**config.mk**
```make
export PLATFORM = sky130hd
export DESIGN_NAME = sercon_port
export DESIGN_NICKNAME = d
export VERILOG_FILES = /design/src/rtl/sercon_pkg.sv /design/src/rtl/sercon_tx.sv /design/src/rtl/sercon_rx.sv /design/src/rtl/sercon_port.sv
export SDC_FILE = /design/constraint.sdc
export NUM_CORES = 1
export LEC_CHECK = 0
export ABC_AREA = 1
export BUFFER_PORTS_ARGS = -buffer_cell sky130_fd_sc_hd__buf_2
export CORE_ASPECT_RATIO = 1.5
export CORE_MARGIN = 5
export CORE_UTILIZATION = 50
export CTS_CLUSTER_SIZE = 10
export DETAILED_ROUTE_END_ITERATION = 10
export GPL_ROUTABILITY_DRIVEN = 0
export MAX_ROUTING_LAYER = met4
export PLACE_DENSITY = 0.79
export SYNTH_ARGS = -nofsm -noshare
export SYNTH_HDL_FRONTEND = slang
export SYNTH_SLANG_ARGS = --single-unit
```
**constraint.sdc**
```tcl
create_clock -name clk -period 1.64 [get_ports clk]
set_input_delay 0.082 -clock clk [delete_from_list [all_inputs] [get_ports clk]]
set_output_delay 0.082 -clock clk [all_outputs]
set_load 0.02 [all_outputs]
```
**src/rtl/sercon_pkg.sv**
```systemverilog
package sercon_pkg;

  localparam int unsigned WORD_W   = 16;
  localparam int unsigned CHAR_MAX = 8;

  // len_sel = {ctl bit 12, ctl bit 11}
  typedef struct packed {
    logic       par_en;
    logic       one_stop;
    logic [1:0] len_sel;
  } fmt_t;

  typedef enum logic [2:0] {
    LS_IDLE,
    LS_START,
    LS_DATA,
    LS_PAR,
    LS_STOP
  } line_st_e;

  function automatic logic [3:0] char_len(input logic [1:0] len_sel);
    return 4'd8 - {2'b00, len_sel};
  endfunction

  function automatic logic even_par(input logic [CHAR_MAX-1:0] d, input logic [3:0] len);
    logic p;
    p = 1'b0;
    for (int i = 0; i < CHAR_MAX; i++)
      if (4'(i) < len) p = p ^ d[i];
    return p;
  endfunction

  function automatic int unsigned stop_len(input fmt_t f, input int unsigned os);
    if (f.one_stop) return os;
    else if (char_len(f.len_sel) == 4'd5) return os + os / 2;
    else return 2 * os;
  endfunction

endpackage

```
**src/rtl/sercon_tx.sv**
```systemverilog
module sercon_tx
  import sercon_pkg::*;
#(
  parameter int unsigned OS_RATE = 16
) (
  input  logic                clk,
  input  logic                rst_n,
  input  logic                tick,
  input  fmt_t                fmt_i,
  input  logic                load_i,
  input  logic [CHAR_MAX-1:0] data_i,
  output logic                ready_o,
  output logic                accept_o,
  output logic                txd_o
);

  localparam int unsigned CW = $clog2(2 * OS_RATE);

  line_st_e            st;
  logic [CW-1:0]       cnt;
  logic [3:0]          idx;
  logic [CHAR_MAX-1:0] sh;
  fmt_t                fmt_q;
  logic [3:0]          len;
  logic                bit_end;

  assign len      = char_len(fmt_q.len_sel);
  assign ready_o  = (st == LS_IDLE);
  assign accept_o = load_i && ready_o;
  assign bit_end  = (st == LS_STOP) ? (cnt == CW'(stop_len(fmt_q, OS_RATE) - 1))
                                    : (cnt == CW'(OS_RATE - 1));

  always_ff @(posedge clk or negedge rst_n) begin
    if (!rst_n) begin
      st    <= LS_IDLE;
      cnt   <= '0;
      idx   <= '0;
      sh    <= '0;
      fmt_q <= '0;
      txd_o <= 1'b1;
    end else if (accept_o) begin
      st    <= LS_START;
      cnt   <= '0;
      idx   <= '0;
      sh    <= data_i;
      fmt_q <= fmt_i;
      txd_o <= 1'b0;
    end else if (tick && st != LS_IDLE) begin
      if (!bit_end) begin
        cnt <= cnt + 1'b1;
      end else begin
        cnt <= '0;
        case (st)
          LS_START: begin
            st    <= LS_DATA;
            txd_o <= sh[0];
            idx   <= 4'd1;
          end
          LS_DATA: begin
            if (idx == len) begin
              if (fmt_q.par_en) begin
                st    <= LS_PAR;
                txd_o <= even_par(sh, len);
              end else begin
                st    <= LS_STOP;
                txd_o <= 1'b1;
              end
            end else begin
              txd_o <= sh[idx[2:0]];
              idx   <= idx + 1'b1;
            end
          end
          LS_PAR: begin
            st    <= LS_STOP;
            txd_o <= 1'b1;
          end
          default: begin
            st    <= LS_IDLE;
            txd_o <= 1'b1;
          end
        endcase
      end
    end
  end

  // idle line stays high
  a_r6_idle_high: assert property (@(posedge clk) disable iff (!rst_n)
    (st == LS_IDLE) |-> txd_o);

  // accepted write drives the start bit at once and drops ready
  a_r6_start_low: assert property (@(posedge clk) disable iff (!rst_n)
    accept_o |=> (!txd_o && !ready_o));

  // a write while busy leaves the held character unchanged
  a_r6_busy_ignored: assert property (@(posedge clk) disable iff (!rst_n)
    (load_i && !ready_o) |=> $stable(sh));

  // stop time keeps the line high
  a_r4_stop_high: assert property (@(posedge clk) disable iff (!rst_n)
    (st == LS_STOP) |-> txd_o);

endmodule

```
**src/rtl/sercon_rx.sv**
```systemverilog
module sercon_rx
  import sercon_pkg::*;
#(
  parameter int unsigned OS_RATE     = 16,
  parameter int unsigned SYNC_STAGES = 2
) (
  input  logic                clk,
  input  logic                rst_n,
  input  logic                tick,
  input  fmt_t                fmt_i,
  input  logic                rxd_i,
  output logic                done_o,
  output logic [CHAR_MAX-1:0] data_o,
  output logic                frm_err_o,
  output logic                par_err_o
);

  localparam int unsigned CW  = $clog2(OS_RATE);
  localparam int unsigned MID = OS_RATE / 2 - 1;

  logic [SYNC_STAGES-1:0] sy;
  logic                   rx_s;
  logic                   prev;
  line_st_e               st;
  logic [CW-1:0]          cnt;
  logic [3:0]             idx;
  logic [CHAR_MAX-1:0]    acc;
  fmt_t                   fmt_q;
  logic                   perr;
  logic [3:0]             len;
  logic                   start_seen;

  assign rx_s       = sy[SYNC_STAGES-1];
  assign len        = char_len(fmt_q.len_sel);
  assign start_seen = tick && (st == LS_IDLE) && prev && !rx_s;

  always_ff @(posedge clk or negedge rst_n) begin
    if (!rst_n) begin
      sy        <= '1;
      prev      <= 1'b1;
      st        <= LS_IDLE;
      cnt       <= '0;
      idx       <= '0;
      acc       <= '0;
      fmt_q     <= '0;
      perr      <= 1'b0;
      done_o    <= 1'b0;
      data_o    <= '0;
      frm_err_o <= 1'b0;
      par_err_o <= 1'b0;
    end else begin
      sy     <= {sy[SYNC_STAGES-2:0], rxd_i};
      done_o <= 1'b0;
      if (tick) begin
        prev <= rx_s;
        case (st)
          LS_IDLE: begin
            if (start_seen) begin
              st    <= LS_START;
              cnt   <= '0;
              idx   <= '0;
              acc   <= '0;
              perr  <= 1'b0;
              fmt_q <= fmt_i;
            end
          end
          LS_START: begin
            if (cnt == CW'(MID)) begin
              cnt <= '0;
              st  <= rx_s ? LS_IDLE : LS_DATA;
            end else begin
              cnt <= cnt + 1'b1;
            end
          end
          LS_DATA: begin
            if (cnt == CW'(OS_RATE - 1)) begin
              cnt              <= '0;
              acc[idx[2:0]]    <= rx_s;
              idx              <= idx + 1'b1;
              if (idx == len - 1'b1) st <= fmt_q.par_en ? LS_PAR : LS_STOP;
            end else begin
              cnt <= cnt + 1'b1;
            end
          end
          LS_PAR: begin
            if (cnt == CW'(OS_RATE - 1)) begin
              cnt  <= '0;
              perr <= rx_s ^ even_par(acc, len);
              st   <= LS_STOP;
            end else begin
              cnt <= cnt + 1'b1;
            end
          end
          LS_STOP: begin
            if (cnt == CW'(OS_RATE - 1)) begin
              cnt       <= '0;
              st        <= LS_IDLE;
              done_o    <= 1'b1;
              data_o    <= acc;
              frm_err_o <= !rx_s;
              par_err_o <= perr;
            end else begin
              cnt <= cnt + 1'b1;
            end
          end
          default: st <= LS_IDLE;
        endcase
      end
    end
  end

  // a line found high at the start midpoint abandons the character
  a_r8_glitch_rejected: assert property (@(posedge clk) disable iff (!rst_n)
    (tick && st == LS_START && cnt == CW'(MID) && rx_s) |=> (st == LS_IDLE));

  // a completion is a single-cycle event separated from the next
  a_r9_done_pulse: assert property (@(posedge clk) disable iff (!rst_n)
    done_o |=> !done_o);

endmodule

```
**src/rtl/sercon_port.sv**
```systemverilog
module sercon_port
  import sercon_pkg::*;
#(
  parameter int unsigned OS_RATE     = 16,
  parameter int unsigned SYNC_STAGES = 2
) (
  input  logic              clk,
  input  logic              rst_n,
  input  logic [2:0]        reg_addr,
  input  logic              reg_wr,
  input  logic              reg_rd,
  input  logic [WORD_W-1:0] reg_wdata,
  output logic [WORD_W-1:0] reg_rdata,
  input  logic              tick16,
  input  logic              rxd,
  output logic              txd,
  output logic              irq_rx,
  output logic              irq_tx
);

  localparam logic [2:0] OFS_RDATA = 3'd0;
  localparam logic [2:0] OFS_RSTAT = 3'd2;
  localparam logic [2:0] OFS_RCTL  = 3'd3;
  localparam logic [2:0] OFS_WDATA = 3'd5;
  localparam logic [2:0] OFS_WSTAT = 3'd6;
  localparam logic [2:0] OFS_WCTL  = 3'd7;

  fmt_t                fmt;
  logic                rx_ie, tx_ie;
  logic [CHAR_MAX-1:0] rx_hold;
  logic                rx_avail, st_frm, st_par, st_ovr, err_any;
  logic                rx_done, rx_frm, rx_perr;
  logic [CHAR_MAX-1:0] rx_char;
  logic                tx_ready, tx_accept, tx_load;
  logic                data_read;

  assign data_read = reg_rd && (reg_addr == OFS_RDATA);
  assign tx_load   = reg_wr && (reg_addr == OFS_WDATA);
  assign err_any   = st_frm | st_par | st_ovr;

  sercon_rx #(.OS_RATE(OS_RATE), .SYNC_STAGES(SYNC_STAGES)) i_rx (
    .clk       (clk),
    .rst_n     (rst_n),
    .tick      (tick16),
    .fmt_i     (fmt),
    .rxd_i     (rxd),
    .done_o    (rx_done),
    .data_o    (rx_char),
    .frm_err_o (rx_frm),
    .par_err_o (rx_perr)
  );

  sercon_tx #(.OS_RATE(OS_RATE)) i_tx (
    .clk      (clk),
    .rst_n    (rst_n),
    .tick     (tick16),
    .fmt_i    (fmt),
    .load_i   (tx_load),
    .data_i   (reg_wdata[CHAR_MAX-1:0]),
    .ready_o  (tx_ready),
    .accept_o (tx_accept),
    .txd_o    (txd)
  );

  always_ff @(posedge clk or negedge rst_n) begin
    if (!rst_n) begin
      fmt   <= '0;
      rx_ie <= 1'b0;
      tx_ie <= 1'b0;
    end else if (reg_wr) begin
      if (reg_addr == OFS_RCTL) begin
        rx_ie <= reg_wdata[0];
        fmt   <= '{par_en: reg_wdata[14], one_stop: reg_wdata[13],
                   len_sel: {reg_wdata[12], reg_wdata[11]}};
      end
      if (reg_addr == OFS_WCTL) tx_ie <= reg_wdata[0];
    end
  end

  always_ff @(posedge clk or negedge rst_n) begin
    if (!rst_n) begin
      rx_hold  <= '0;
      rx_avail <= 1'b0;
      st_frm   <= 1'b0;
      st_par   <= 1'b0;
      st_ovr   <= 1'b0;
    end else begin
      if (rx_done) rx_hold <= rx_char;
      rx_avail <= rx_done | (rx_avail & ~data_read);
      st_frm   <= (st_frm & ~data_read) | (rx_done & rx_frm);
      st_par   <= (st_par & ~data_read) | (rx_done & rx_perr);
      st_ovr   <= (st_ovr & ~data_read) | (rx_done & rx_avail & ~data_read);
    end
  end

  always_comb begin
    reg_rdata = '0;
    case (reg_addr)
      OFS_RDATA: reg_rdata[CHAR_MAX-1:0] = rx_hold;
      OFS_RSTAT: begin
        reg_rdata[0] = rx_ie;
        reg_rdata[3] = rx_avail;
        reg_rdata[4] = err_any;
        reg_rdata[5] = st_frm;
        reg_rdata[6] = st_par;
        reg_rdata[7] = st_ovr;
      end
      OFS_RCTL: begin
        reg_rdata[0]  = rx_ie;
        reg_rdata[11] = fmt.len_sel[0];
        reg_rdata[12] = fmt.len_sel[1];
        reg_rdata[13] = fmt.one_stop;
        reg_rdata[14] = fmt.par_en;
      end
      OFS_WSTAT: begin
        reg_rdata[0] = tx_ie;
        reg_rdata[3] = tx_ready;
      end
      OFS_WCTL: reg_rdata[0] = tx_ie;
      default: reg_rdata = '0;
    endcase
  end

  assign irq_rx = rx_ie & rx_avail;
  assign irq_tx = tx_ie & tx_ready;

  // a completion on top of unread data records an overrun
  a_r10_overrun: assert property (@(posedge clk) disable iff (!rst_n)
    (rx_done && rx_avail && !data_read) |=> st_ovr);

  // a data read with no new completion leaves nothing pending
  a_r11_read_clears: assert property (@(posedge clk) disable iff (!rst_n)
    (data_read && !rx_done) |=> (!rx_avail && !err_any));

  // a completion makes its character visible at offset 0
  a_r1_hold_updates: assert property (@(posedge clk) disable iff (!rst_n)
    rx_done |=> (rx_avail && rx_hold == $past(rx_char)));

  // an accepted write leaves the transmitter busy on the next cycle
  a_r7_busy_after_write: assert property (@(posedge clk) disable iff (!rst_n)
    tx_accept |=> !tx_ready);

endmodule

```
-- Yosys cells after proc, flatten, opt, wreduce, memory -nomap -nowiden
Cells that the tools add are included.
- word-level logic and storage cells: 290
- register bits after elaboration: 80
- bits of input ports: 25
- multiplexer cells: 139
- magnitude comparators: 19
- add/subtract/negate cells: 8
- reductions and logical operators: 33
- eq/ne operators: 28
- bitwise gates (word level): 32
- operator list (kind ; count):
    1-bit 2-to-1 mux ; 95
    3-bit 2-to-1 mux ; 12
    4-bit 2-to-1 mux ; 9
    3-bit by 4-bit less-than comparator with 1-bit output (first input constant) ; 8
    5-bit 2-to-1 mux ; 5
    4-bit case mux with 2 select lines ; 3
    3-bit by 2-bit == test with 1-bit output (second input constant) ; 6
    1-bit by 4-bit less-than comparator with 1-bit output (first input constant) ; 4
    2-bit by 4-bit less-than comparator with 1-bit output (first input constant) ; 4
    8-bit 2-to-1 mux ; 2
    8-bit case mux with 2 select lines ; 1
    3-bit == test (second input constant) ; 5
    3-bit case mux with 5 select lines ; 1
    1-bit bitwise XOR ; 15
    4-bit by 1-bit adder with 4-bit output (second input constant) ; 3
    2-bit by 1-bit inequality test with 1-bit output (second input constant) ; 6
    4-bit case mux with 3 select lines ; 1
    3-bit AND reduction ; 4
    4-bit AND reduction ; 3
    1-bit bitwise AND ; 10
    3-bit logical NOT ; 3
    3-bit case mux with 3 select lines ; 1
    3-bit nonzero test ; 3
    8-bit bitwise mux ; 1
    28 further kinds ; 54

-- Logic depth before layout (Yosys ltp)
Gate-level depths: netlist of the first run.
- depth after elaboration: 66
- mapped depth: 12

-- Cells and area by module
Synthesis of the first run repeated with hierarchy kept, for this count alone.
- cells, all modules: 597
- area, all modules: 4481.8 µm²
- by module, submodules not included (module ; cells each ; sequential area each (µm²) ; area each (µm²) ; times used):
    sercon_rx ; 253 ; 929.6 ; 1941.9 ; 1
    sercon_tx ; 207 ; 626.9 ; 1586.5 ; 1
    sercon_port ; 137 ; 450.4 ; 953.4 ; 1

-- Worst setup path after synthesis of the first run
Ideal clock, no wire load.
- kind: reg-to-reg
- from: register i_rx.cnt[0]
- to: register i_rx.data_o[0]
- path slack: 107 ps
- data required time: 1515 ps
- arrival: 1408 ps
- cell stages (with the launch flop): 7
- buffers on the path: 0
- setup time: 125 ps
- path through: dfrtp_1 > ha_1 > nand2_1 > inv_1 > nand2_1 > nor3_4 > mux2_2
- cells in the longest elaborated chain, start to end: 2
- RTL lines (item ; RTL line ; RTL):
    start: declaration ; sercon_rx.sv:25 ; logic [CW-1:0] cnt;
    start signal: assignment ; sercon_rx.sv:72 ; cnt <= cnt + 1'b1;
    start signal: assignment ; sercon_rx.sv:82 ; cnt <= cnt + 1'b1;
    start signal: assignment ; sercon_rx.sv:91 ; cnt <= cnt + 1'b1;
    4-bit == test ; sercon_rx.sv:95 ; if (cnt == CW'(OS_RATE - 1)) begin
    3-bit AND reduction (no line) ; n/a ;
    end signal: assignment ; sercon_rx.sv:48 ; data_o <= '0;
    end signal: assignment ; sercon_rx.sv:99 ; data_o <= acc;
    end: declaration ; sercon_rx.sv:13 ; output logic [CHAR_MAX-1:0] data_o,
No other way between the ends.
A chain may end at the register's enable or synchronous reset.

-- Worst setup path in the final report of the first run
- from: register i_tx.st[1]
- to: register i_tx.txd_o
- cells in the longest elaborated chain, start to end: 5
- elaborated cells on any way between the ends: 15
- classes of those cells: 3 x eq/ne; 5 x mux; 7 x reduce/logical
- RTL lines (item ; RTL line ; RTL):
    start: declaration ; sercon_tx.sv:19 ; line_st_e st;
    start signal: assignment ; sercon_tx.sv:35 ; st <= LS_IDLE;
    start signal: assignment ; sercon_tx.sv:42 ; st <= LS_START;
    start signal: assignment ; sercon_tx.sv:55 ; st <= LS_DATA;
    3-bit by 2-bit == test with 1-bit output / 3-bit by 1-bit == test with 1-bit output (equally long branches) ; sercon_tx.sv:53 ; case (st)
    1-bit case mux with 2 select lines ; sercon_tx.sv:53 ;
    1-bit 2-to-1 mux ; sercon_tx.sv:49 ; if (!bit_end) begin
    1-bit 2-to-1 mux ; sercon_tx.sv:48 ; end else if (tick && st != LS_IDLE) begin
    1-bit 2-to-1 mux ; sercon_tx.sv:41 ; end else if (accept_o) begin
    end signal: assignment ; sercon_tx.sv:56 ; txd_o <= sh[0];
    end signal: assignment ; sercon_tx.sv:63 ; txd_o <= even_par(sh, len);
    end signal: assignment ; sercon_tx.sv:69 ; txd_o <= sh[idx[2:0]];
    end: declaration ; sercon_tx.sv:14 ; output logic txd_o
Parallel ways exist; a longest one is shown, timed or not. The select of a mux whose other input is x is not followed.

==> results of run 1 <==
## cell usage after synthesis, types with 5 or more instances
master / number
sky130_fd_sc_hd__o21ai_1: 5
sky130_fd_sc_hd__inv_1: 72
sky130_fd_sc_hd__nand2_1: 149
sky130_fd_sc_hd__ha_1: 7
sky130_fd_sc_hd__xor2_1: 7
sky130_fd_sc_hd__nor3_1: 12
sky130_fd_sc_hd__nand3_1: 44
sky130_fd_sc_hd__buf_4: 5
sky130_fd_sc_hd__nand4_1: 5
sky130_fd_sc_hd__a21oi_1: 16
sky130_fd_sc_hd__dfrtp_1: 76
sky130_fd_sc_hd__xnor2_1: 6
sky130_fd_sc_hd__clkbuf_1: 5
sky130_fd_sc_hd__nor2_1: 47
sky130_fd_sc_hd__o22ai_1: 6
sky130_fd_sc_hd__o21ai_0: 47
sky130_fd_sc_hd__mux2_2: 6
sky130_fd_sc_hd__nor2_2: 5
## cells by family after synthesis
group	after synthesis
simple gates	277
compound gates	83
fa+ha+maj	7
flops	80
other cells	1
buf+inv	92
mux	6
xor+xnor	13
## layout make-up
type                       count  area [um^2]
inverter                      77        299.0
clock inverter                 6        115.1
sequential                    80         2008
timing repair buffer          77        570.5
multi-input combinational    393         2160
tap                          107        133.9
fill                         625         2939
clock buffer                  10        239.0
## how the worst max path moves through the flow
stage,startpoint,slack [ns],endpoint
after global routing,i_tx.st[1],-0.20,i_tx.txd_o
after global placement,i_rx.cnt[1],0.008,i_rx.data_o[1]
final,i_tx.st[1],-0.14,i_tx.txd_o
after floorplan,i_rx.cnt[0],0.11,i_rx.data_o[0]
after CTS,i_rx.cnt[0],0.02,i_rx.data_o[1]
after detailed placement,i_rx.cnt[1],-0.08,i_rx.acc[1]
## stage by stage
step | power [W] | hold WS (ns) | TNS (ns) | std cells | worst slack, ns
floorplan | 0.004139 | -0.2136 | 0 | 562 | 0.1070
finish | 0.007519 | 0.003336 | -0.1414 | 750 | -0.1414
global placement | 0.004624 | -0.01308 | 0 | 704 | 0.007945
detailed placement | 0.004727 | -0.007639 | -0.8976 | 704 | -0.07677
global route | 0.007951 | 0.03055 | -0.6607 | 750 | -0.2050
CTS | 0.007161 | 0.005059 | 0 | 736 | 0.02155
## state kept, by name (all words and copies together) (netlist names), 2 cells and up
signal       count
i_rx.cnt         4
i_tx.cnt         5
i_rx.idx         4
i_rx.fmt_q       3
rx_hold          8
i_tx.st          3
i_tx.idx         4
i_rx.sy          2
i_rx.data_o      8
i_rx.st          3
i_tx.fmt_q       4
i_tx.sh          8
i_rx.acc         8
fmt              4
## layer usage
metal  GRT usage  up-vias  part of all wire
li1            -     1950                 -
met1      0.2243     1925              0.38
met2      0.3539      127              0.53
met3     0.03905       36             0.048
met4      0.1083        0             0.040
met5           -        -                 0
## cells in the final DEF, fill, tap and decap left out, types with 6 or more instances in the layout
master                          synthesis  routed
sky130_fd_sc_hd__a21oi_1               16      15
sky130_fd_sc_hd__buf_2                  2      32
sky130_fd_sc_hd__buf_4                  5      26
sky130_fd_sc_hd__clkbuf_16              0       9
sky130_fd_sc_hd__dfrtp_1               76      75
sky130_fd_sc_hd__dlygate4sd3_1          0      13
sky130_fd_sc_hd__ha_1                   7       6
sky130_fd_sc_hd__inv_1                 72      71
sky130_fd_sc_hd__mux2_2                 6       6
sky130_fd_sc_hd__nand2_1              149     135
sky130_fd_sc_hd__nand2_2                2      13
sky130_fd_sc_hd__nand2_4                3       7
sky130_fd_sc_hd__nand3_1               44      39
sky130_fd_sc_hd__nor2_1                47      44
sky130_fd_sc_hd__nor2_2                 5       7
sky130_fd_sc_hd__nor3_1                12      11
sky130_fd_sc_hd__o21ai_0               47      45
sky130_fd_sc_hd__o21ai_1                5       6
sky130_fd_sc_hd__o22ai_1                6       6
sky130_fd_sc_hd__xor2_1                 7       7
## report_power, final
part	internal, W	switching [W]
sequential	0.00232	0.000346
combinational	0.000942	0.00156
clock	0.00154	0.000817
## what timing repair did
item,in CTS,in global routing
hold buffers,13,0
resized for setup,3,53
endpoints found under the hold margin,74,0
setup buffers,2,12
cloned,1,2
setup endpoints to repair,25,36
pin swaps,3,15
## tightest hold or removal path, delay by kind of cell
family | cells | cell delay, ns
AO/OA/AOI/OAI | 1 | 0.10
buffers and inverters | 1 | 0.08
AND/OR/NAND/NOR | 1 | 0.03
==> results by stage, run 1 <==
STA:
- The highest attainable clock frequency is 561.4 MHz.
- The smallest setup slack after layout is -0.1414 ns.
- Setup repair after global routing could not meet its margin everywhere.
- The number of endpoints failing setup at the final stage is 1.
- The hold violation total from the final report is 0.
- The routed design could run at a clock period as short as 1.781 ns.
- The ratio of final minimum period to clock period is 1.086.
- The max-slew violation total from the final report came to 0.
- The worst clock skew is 0.01026 ns.

Floorplan:
- The initial utilization of the core area, before any placement, comes to 0.5152.
- The die height is 124.4 um.
- The number of I/O pins is 44.
- The standard cell core area is 0.008464 mm^2.
- The die is 86.25 um wide.
- The die area is 0.01073 mm^2.
- The number of placement rows is 41.

Setup path:
- STA classifies the critical path startpoint as a flop.
- The kind of critical path is flop to flop.
- The cell count along the critical path is 10.
- The critical path goes through nor2_4 -> nand3_2 -> nand2_2 -> nand2_2 -> nor2_4 -> buf_4 -> nand3_1 -> nor2_1 -> nand2_1 -> nand2_1.
- Among cell families on the critical path, the largest total delay comes from simple AND/OR/NAND/NOR gates.
- The worst setup path is captured at a flop.
- For this design, the slowest cell found on the critical path is sky130_fd_sc_hd__dfrtp_1.
- In this run the register-to-register setup slack is -0.14 ns.
- The worst register-to-register path ends at i_tx.txd_o.
- The arrival time at the worst endpoint is 2.07 ns.
- The data required time of the worst path is 1.93 ns.
- The cell count of the worst reg-to-reg path is 10.
- The startpoint identified for the worst register-to-register timing path is i_tx.st[1].
- The worst-path maximum fanout is 6.
- The largest incremental delay on the critical path is 0.44 ns.
- The number of buffer and inverter instances along the worst setup path is 1.

Final layout:
- Compared with the post-synthesis result, the final layout area differs by 26.71%.
- The share of layout cells above drive strength 1 is 0.2302.
- Once layout is complete, the utilization of the core stands at 0.6528.
- The antenna cell count is 0.
- The post-route cell area is 0.005525 mm^2.
- The final layout net count is 670.

Logic synthesis:
- The dominant synthesized flop cell is sky130_fd_sc_hd__dfrtp_1.
- In this run, synthesis produced a sequential element count of 80.
- The synthesis warning total is 0.
- The number of distinct standard cells referenced by the synthesized netlist is 38.
- The largest total area in the synthesized netlist belongs to sky130_fd_sc_hd__dfrtp_1.
- The fraction of registers with async set or reset after synthesis is 1.000.
- Dividing the synthesized area by the synthesized cell count gives 7.800 um^2.
- Yosys mapped a number of flops with a built-in enable equal to 0.
- The basic-gate share of the synthesized area counting and, or, nand and nor cells is 0.2809.
- Yosys attributes the largest share of cell area to sky130_fd_sc_hd__dfrtp_1 44%, sky130_fd_sc_hd__nand2_1 13%, sky130_fd_sc_hd__inv_1 6.2%, sky130_fd_sc_hd__o21ai_0 5.4%, sky130_fd_sc_hd__nand3_1 5.1%.
- The main combinational cell family by area after synthesis is simple AND/OR/NAND/NOR gates.
- The synthesized instance count is 559.
- The multiplexer share of the synthesized area is 0.01549.
- After synthesis the cells add up to 0.004360 mm^2.
- The top-area cell type share of the netlist area is 0.4362.
- The sequential fraction of the synthesis area is 0.4603.
- The post-synthesis adder-cell area fraction is 0.02009.
- The compound-cell area share of the yosys netlist is 0.1059.
- The area share of xor/xnor cells in the synthesized design is 0.02611.

Global route:
- Across every metal layer, demand over resource in global routing totals 0.2073.
- The number of antenna violations at the first check in global routing was 0.
- The first global-routing pass estimated 17390 um of wire.
- Summed over all layers, the global routing overflow is 0.
- Entering global routing, the biggest net connects 40 pins.
- The via count of the first global-routing pass is 3950.

Min path:
- The class of the tightest hold or removal check is input port to flop.
- The number of cells on the worst hold path is 3.
- In this run the most critical hold path is launched from reg_wdata[13].
- The worst hold path terminates at fmt[2].

Run status:
- The flow ran to the end, but the final reports show violations.
- The final reports fail on setup timing.

Placed design:
- The placed instances occupy a cell area of 0.004706 mm^2.
- The number of buffers added on ports is 35.
- After legalization and detailed placement, the total HPWL measured 7257 um.

Clocking:
- The clock transition at the registers of the reported paths is 0.06 ns.
- For this design, the sink count on the clock tree is 80.
- At the later pin of the worst-skew pair, clock insertion delay measures 0.34 ns.
- The root buffer cell is sky130_fd_sc_hd__clkbuf_16.
- The maximum root-to-sink buffer count is 2.
- The number of clock buffers added by TritonCTS is 9.
- The clock tree from TritonCTS is yes.
- The H-tree depth reported by CTS is 3.

Pwr:
- IR analysis of the VDD net gives a maximum drop of 0.8668 mV.
- The areal power density over the cells is 1361 mW/mm^2.
- In this run the static leakage power is 2.821 nW.

Route:
- Dividing the detail-routed via count by the number of cells gives 5.384.
- The post-detailed-route wirelength per cell is 14.68 um.
- The number of search-and-repair iterations in the first detailed-routing pass is 4.
- The starting DRC count in detailed routing is 321.
- The via total after detailed routing is 4038.
- The remaining routing DRC violations is 0.
- The total wire length after detailed routing is 11010 um.
- The detail route stage leaves a number of antenna-violating nets equal to 0.

Job:
- The number of violations of the max-capacitance limit is 0.
Power figures use the tool's default switching activity.
==> run 2, diff against run 1 <==
--- a/config.mk
+++ b/config.mk
@@ -13,7 +13,6 @@
 export CTS_CLUSTER_SIZE = 10
 export DETAILED_ROUTE_END_ITERATION = 10
 export GPL_ROUTABILITY_DRIVEN = 0
-export MAX_ROUTING_LAYER = met4
 export PLACE_DENSITY = 0.79
 export SYNTH_ARGS = -nofsm -noshare
 export SYNTH_HDL_FRONTEND = slang
==> results by stage, run 2 (synthesized netlist as in run 1, its figures left out) <==
Final layout:
- The repair_antennas step left the layout with diodes totalling 0.
- The library cells used most frequently in the layout, excluding fill and tap cells, are 135 x sky130_fd_sc_hd__nand2_1, 75 x sky130_fd_sc_hd__dfrtp_1, 71 x sky130_fd_sc_hd__inv_1.
- The most common library cell in the layout ignoring fill and taps is sky130_fd_sc_hd__nand2_1.
- The post-route cell area is 0.005553 mm^2.
- Of the cells placed in the final design, the portion with a size suffix greater than 1 is 0.2329.
- The final layout net count is 671.
- The utilization of the core after routing is 0.6560.
- The area added between synthesis and finish is 27.35%.

Run status:
- The final reports fail on setup timing.
- The run finished, with violations left.

Floorplan:
- The initial utilization of the core area, before any placement, comes to 0.5152.
- The core region is 0.008464 mm^2.
- Measured along the y axis, the die boundary spans 124.4 um.
- 44 I/O pins were placed.
- The floorplan step defined a die boundary enclosing 0.01073 mm^2.
- The floorplan has 41 rows.
- The floorplan die width is 86.25 um.

Global route:
- The global route total overflow is 0.
- For this run, the total global-route usage over all layers was measured as 0.2013.
- The number of antenna violations at the first check in global routing was 0.
- The pin count of the biggest net entering global routing is 40.
- The first-pass GRT wire length is 17340 um.
- The via count of the first global-routing pass is 3949.

Pwr:
- The clock power share is 0.310.
- The internal power component is 0.004827 W.
- The power share of the combinational group is 0.339.
- The switching power is 0.002792 W.
- The static leakage is 2.830 nW.
- The total chip power is 0.007619 W.
- The areal power density over the cells is 1372 mW/mm^2.
- The fraction of power spent switching nets is 0.3665.
- The worst-case IR drop observed on VDD is 0.9261 mV.
- The power share of the sequential group is 0.350.

Min path:
- In this run the worst hold path is classified as input port to flop.
- The worst hold path terminates at fmt[2].
- Along the worst hold path, the cell count comes to 3.
- The worst hold path startpoint is reg_wdata[13].

Route:
- The post-detailed-route wirelength per cell is 15.29 um.
- For this run, the detailed router's first-pass iteration total came to 6.
- The via-per-instance ratio is 5.543.
- After detailed routing, the number of remaining DRC violations is 0.
- Once detail routing completed, the nets flagged for antenna violations numbered 0.
- After detailed routing, the total wire length is 11490 um.
- The via total after detailed routing is 4163.
- The starting DRC count in detailed routing is 340.

STA:
- Derived from the worst setup path, the maximum achievable clock frequency is 592.2 MHz.
- Hold is met by 0.004182 ns.
- The final-layout setup total negative slack is -0.09151 ns.
- The max-slew violation total from the final report came to 0.
- Across the routed clock network, the largest skew measured is 0.008939 ns.
- Setup violations remaining at the end of the flow were counted as 4.
- The hold violation total from the final report came to 0.
- The ratio of final minimum period to clock period is 1.030.
- The smallest setup slack after layout is -0.04853 ns.
- The final critical path time including I/O delays and setup is 1.689 ns.
- Setup repair after global routing could not meet its margin everywhere.

Placed design:
- The post-place instance area is 0.004706 mm^2.
- In this run the tool buffered the top-level ports with 35 buffer cells.
- Detailed placement finished with a half-perimeter wire length of 7257 um.

Clocking:
- The clock sink total is 80.
- The root buffer cell chosen for the clock tree is sky130_fd_sc_hd__clkbuf_16.
- After clock tree synthesis, the clock-pin slew on the worst setup and hold paths is 0.06 ns.
- In this run the deepest clock path goes through 2 buffers.
- The H-tree depth reported by CTS is 3.
- TritonCTS built the clock tree.
- Counting the buffers created by CTS gives 9.
- At the later pin of the worst-skew pair, clock insertion delay measures 0.35 ns.

Setup path:
- The register-to-register path setup slack is -0.05 ns.
- The worst setup path is captured at a flop.
- The arrival time at the worst endpoint is 1.97 ns.
- The cell count of the worst reg-to-reg path is 10.
- The startpoint class of the critical path is a flop.
- In this run the critical register-to-register path is launched from i_tx.fmt_q[0].
- For the worst setup path, the data required time is 1.92 ns.
- The critical path in this run is classified as flop to flop.
- The capture instance of the worst register-to-register path is i_tx.idx[2].
- The worst-path maximum fanout is 5.

Job:
- The number of violations of the max-capacitance limit is 0.
[run 2: layer usage]
metal / wire, um / up-vias / GRT usage
li1: - / 1952 / -
met1: 4289 / 1968 / 0.2230
met2: 5919 / 184 / 0.3539
met3: 668 / 59 / 0.03905
met4: 608 / 0 / 0.1083
met5: 0 / - / 0
[run 2: worst max path at each step]
stage,start,end,cells after the start
2_1_floorplan,i_rx.cnt[0],i_rx.data_o[0],6
3_3_place_gp,i_rx.cnt[1],i_rx.data_o[1],6
3_5_place_dp,i_rx.cnt[1],i_rx.acc[1],9
4_1_cts,i_rx.cnt[0],i_rx.data_o[1],7
5_1_grt,i_tx.fmt_q[0],i_tx.txd_o,11
6_report,i_tx.fmt_q[0],i_tx.idx[2],10
[run 2: area by class of cell]
class	instances	area (um^2)
Inverter	77	299.0
Timing Repair Buffer	78	590.6
Clock inverter	6	115.1
Multi-Input combinational cell	393	2167
Sequential cell	80	2008
Clock buffer	10	239.0
Tap cell	107	133.9
Fill cell	622	2912
[run 2: what timing repair did]
item | 4_1_cts | 5_1_grt
resized for setup | 3 | 54
gates cloned | 1 | 2
hold endpoints to repair | 74 | 0
setup buffers | 2 | 13
pin swaps | 3 | 16
hold buffers | 13 | 0
endpoints found under the setup margin | 25 | 36
[run 2: worst max-delay path, cell delays in order (launching register included)]
cell,delay [ns]
sky130_fd_sc_hd__dfrtp_1,0.38
sky130_fd_sc_hd__inv_1,0.08
sky130_fd_sc_hd__ha_1,0.27
sky130_fd_sc_hd__nand3b_1,0.21
sky130_fd_sc_hd__nand2_1,0.13
sky130_fd_sc_hd__nand4_1,0.11
sky130_fd_sc_hd__nand2_2,0.12
sky130_fd_sc_hd__inv_4,0.06
sky130_fd_sc_hd__nand2_4,0.08
sky130_fd_sc_hd__nand2_1,0.08
sky130_fd_sc_hd__nand2_1,0.10
[run 2: through the flow]
step / instances / setup slack (ns)
global route: 751 / -0.1195
floorplan: 562 / 0.1070
detailed placement: 704 / -0.07677
global placement: 704 / 0.007945
CTS: 736 / 0.02155
finish: 751 / -0.04853
[run 2: power groups by stage]
stage,logic [W],registers [W],clock network [W]
floorplan,0.00155,0.00259,0
global placement,0.00198,0.00264,0
detailed placement,0.00206,0.00267,0
CTS,0.00213,0.00264,0.00239
global route,0.00285,0.00271,0.00246
finish,0.00259,0.00267,0.00236
==> run 3, diff against run 2 <==
--- a/config.mk
+++ b/config.mk
@@ -7,13 +7,15 @@
 export LEC_CHECK = 0
 export ABC_AREA = 1
 export BUFFER_PORTS_ARGS = -buffer_cell sky130_fd_sc_hd__buf_2
+export CELL_PAD_IN_SITES_DETAIL_PLACEMENT = 0
+export CELL_PAD_IN_SITES_GLOBAL_PLACEMENT = 1
 export CORE_ASPECT_RATIO = 1.5
 export CORE_MARGIN = 5
-export CORE_UTILIZATION = 50
+export CORE_UTILIZATION = 40
 export CTS_CLUSTER_SIZE = 10
 export DETAILED_ROUTE_END_ITERATION = 10
 export GPL_ROUTABILITY_DRIVEN = 0
-export PLACE_DENSITY = 0.79
+export PLACE_DENSITY = 0.84
 export SYNTH_ARGS = -nofsm -noshare
 export SYNTH_HDL_FRONTEND = slang
 export SYNTH_SLANG_ARGS = --single-unit
==> results by stage, run 3 (synthesized netlist as in run 1, its figures left out) <==
Run status:
- The run finished with clean final reports.

Global route:
- The pin count of the biggest net entering global routing is 38.
- The first global-routing pass estimated 17150 um of wire.
- The global route total overflow is 0.
- The number of antenna violations at the first check in global routing is 0.
- The global-route total usage across every layer is 0.1661.
- The via count of the first global-routing pass is 3807.

Clocking:
- Clock tree synthesis found a total of 80 sinks.
- The H-tree depth reported by CTS is 3.
- TritonCTS built the clock tree.
- The root buffer cell is sky130_fd_sc_hd__clkbuf_16.
- No sink is reached through more buffers than the 2 on the longest clock path.
- The worst-skew pair later-pin latency is 0.33 ns.
- After clock tree synthesis, the clock-pin slew on the worst setup and hold paths is 0.06 ns.
- TritonCTS created 9 clock buffers.

Pwr:
- The areal power density over the cells is 1311 mW/mm^2.
- The peak supply drop is 0.5003 mV.
- The analysis attributes to cell leakage a power of 2.715 nW.
- The total chip power is 0.007010 W.

Route:
- In this run the remaining antenna-violating nets after routing total 0.
- The post-detailed-route wirelength per cell is 13.28 um.
- The starting DRC count in detailed routing is 113.
- Summed over all nets, wire length on met2 after detailed routing comes to 5542 um.
- The met3 wire length is 326 um.
- Before antenna repair, the detailed router went through 4 iterations.
- The remaining routing DRC violations is 0.
- After detailed routing, the number of vias per cell comes to 4.898.
- Signal routing reaches up to met4.
- The routed design has 10400 um of wire.
- The wire length the detailed router placed on met1 is 4275 um.
- Detailed routing inserted a total of 3835 vias.

Placed design:
- The number of buffers added on ports is 35.
- The detailed placer's ending HPWL is 7735 um.
- Including well taps, the total number of placed cells is 746.
- The pre-CTS setup slack is -0.01312 ns.

Final layout:
- The area added between synthesis and finish is 22.67%.
- The share of layout cells above drive strength 1 is 0.1972.
- At the end of the flow, the number of nets in the layout was 666.
- The antenna cell count is 0.
- After filler insertion, the fill cell instance count of the layout stands at 1030.
- The finished layout holds 783 standard cells, fillers aside.
- In the layout the commonest cells are 145 x sky130_fd_sc_hd__nand2_1, 75 x sky130_fd_sc_hd__dfrtp_1, 71 x sky130_fd_sc_hd__inv_1.
- Leaving out fill and tap cells, the most frequent cell in the layout is sky130_fd_sc_hd__nand2_1.

Setup path:
- For the worst setup path, the data required time is 1.91 ns.
- The worst-path maximum fanout is 5.
- The worst setup path is launched from a flop.
- STA classifies the critical path endpoint as a flop.
- For the worst flop-to-flop path, the logic depth is 9.
- STA puts the critical path data arrival time at 1.83 ns.
- The kind of critical path is flop to flop.

STA:
- For the final database, setup skew stands at 0.009397 ns.
- Dividing the final minimum period by the clock period gives 0.9518.
- In the post-route analysis, the smallest setup slack over all paths is 0.07899 ns.
- The post-route worst hold slack is 0.008532 ns.
- Timing would allow up to 640.6 MHz.
- The max-slew violation total from the final report is 0.
- The number of endpoints failing setup at the final stage is 0.
- The hold violation total from the final report is 0.
- The final-layout setup total negative slack is 0 ns.
- The final critical path time including I/O delays and setup is 1.561 ns.

Floorplan:
- The floorplan step defined a die boundary enclosing 0.01313 mm^2.
- From bottom edge to top edge, the die measures 137.9 um.
- The starting utilization of the core area is 0.4095.
- The standard cell core area is 0.01065 mm^2.
- The number of I/O pins is 44.
- The number of placement rows is 46.
- The die is 95.25 um wide.

Min path:
- Along the worst hold path, the cell count comes to 3.
- The worst hold path belongs to the class input port to flop.

Job:
- Across the run, the number of max-cap violations was 0.
## run 3: changes by cell type in the layout (fill, tap and decap cells not counted), moves of 3 or more
cell,before,now
sky130_fd_sc_hd__dlygate4sd3_1,13,10
sky130_fd_sc_hd__buf_6,4,1
sky130_fd_sc_hd__nand2_2,13,6
sky130_fd_sc_hd__nand2_1,135,145
sky130_fd_sc_hd__nand3_1,37,43
sky130_fd_sc_hd__nand2_4,7,4
sky130_fd_sc_hd__nand3_2,5,1
## run 3: metrics by stage
stage | area, um^2 | utilization
floorplan | 4372 | -
global placement | 4790 | 0.4498
detailed placement | 4790 | 0.4498
CTS | 5225 | 0.4907
global route | 5349 | 0.5024
finish | 5349 | 0.5024
## run 3: final timing paths
kind | start | endpoint | slack, ns
setup / recovery | i_tx.fmt_q[0] | i_tx.idx[2] | 0.08
hold / removal | reg_wdata[14] | fmt[3] | 0.009
setup reg to reg | i_tx.fmt_q[0] | i_tx.idx[2] | 0.08
hold reg to reg | i_rx.sy[0] | i_rx.sy[1] | 0.36
max in group asynchronous | rst_n | i_rx.sy[1] | 0.79
min in group asynchronous | rst_n | tx_ie | 0.25
## run 3: timing repair
action                                 CTS  global route
setup buffers                            2             7
endpoints found under the hold margin   42             0
hold buffers                            10             0
setup endpoints to repair               16            27
gates resized for setup                  1            21
cloned                                   1             1
pin swaps                                1             9
## run 3: layout make-up
class                      instances  area [um^2]  area share
inverter                          77        294.0     0.05497
sequential                        80         2008      0.3754
clock buffer                      12        246.5     0.04608
multi-input combinational        392         2041      0.3815
tap                              144        180.2     0.03368
clock inverter                     4        52.55    0.009825
timing repair buffer              74        526.8     0.09848
## run 3: worst max-delay path, cell delays in order (launching register included)
cell	delay, ns
sky130_fd_sc_hd__dfrtp_1	0.42
sky130_fd_sc_hd__inv_2	0.07
sky130_fd_sc_hd__ha_2	0.28
sky130_fd_sc_hd__xnor2_2	0.20
sky130_fd_sc_hd__nand4_1	0.14
sky130_fd_sc_hd__nand2_1	0.10
sky130_fd_sc_hd__inv_2	0.06
sky130_fd_sc_hd__nand2_2	0.10
sky130_fd_sc_hd__nand2_1	0.07
sky130_fd_sc_hd__nand2_1	0.06
## run 3: routing by layer
metal,vias to the layer above,global-route usage
met5,-,0
met4,0,0.07303
met3,17,0.02552
met2,78,0.3019
met1,1808,0.1892
li1,1932,-
## run 3: report_power, final
group / internal, W / switching, W
Clock: 0.00123 / 0.000791
Sequential: 0.00232 / 0.000345
Combinational: 0.000920 / 0.00141
Total: 0.00447 / 0.00254
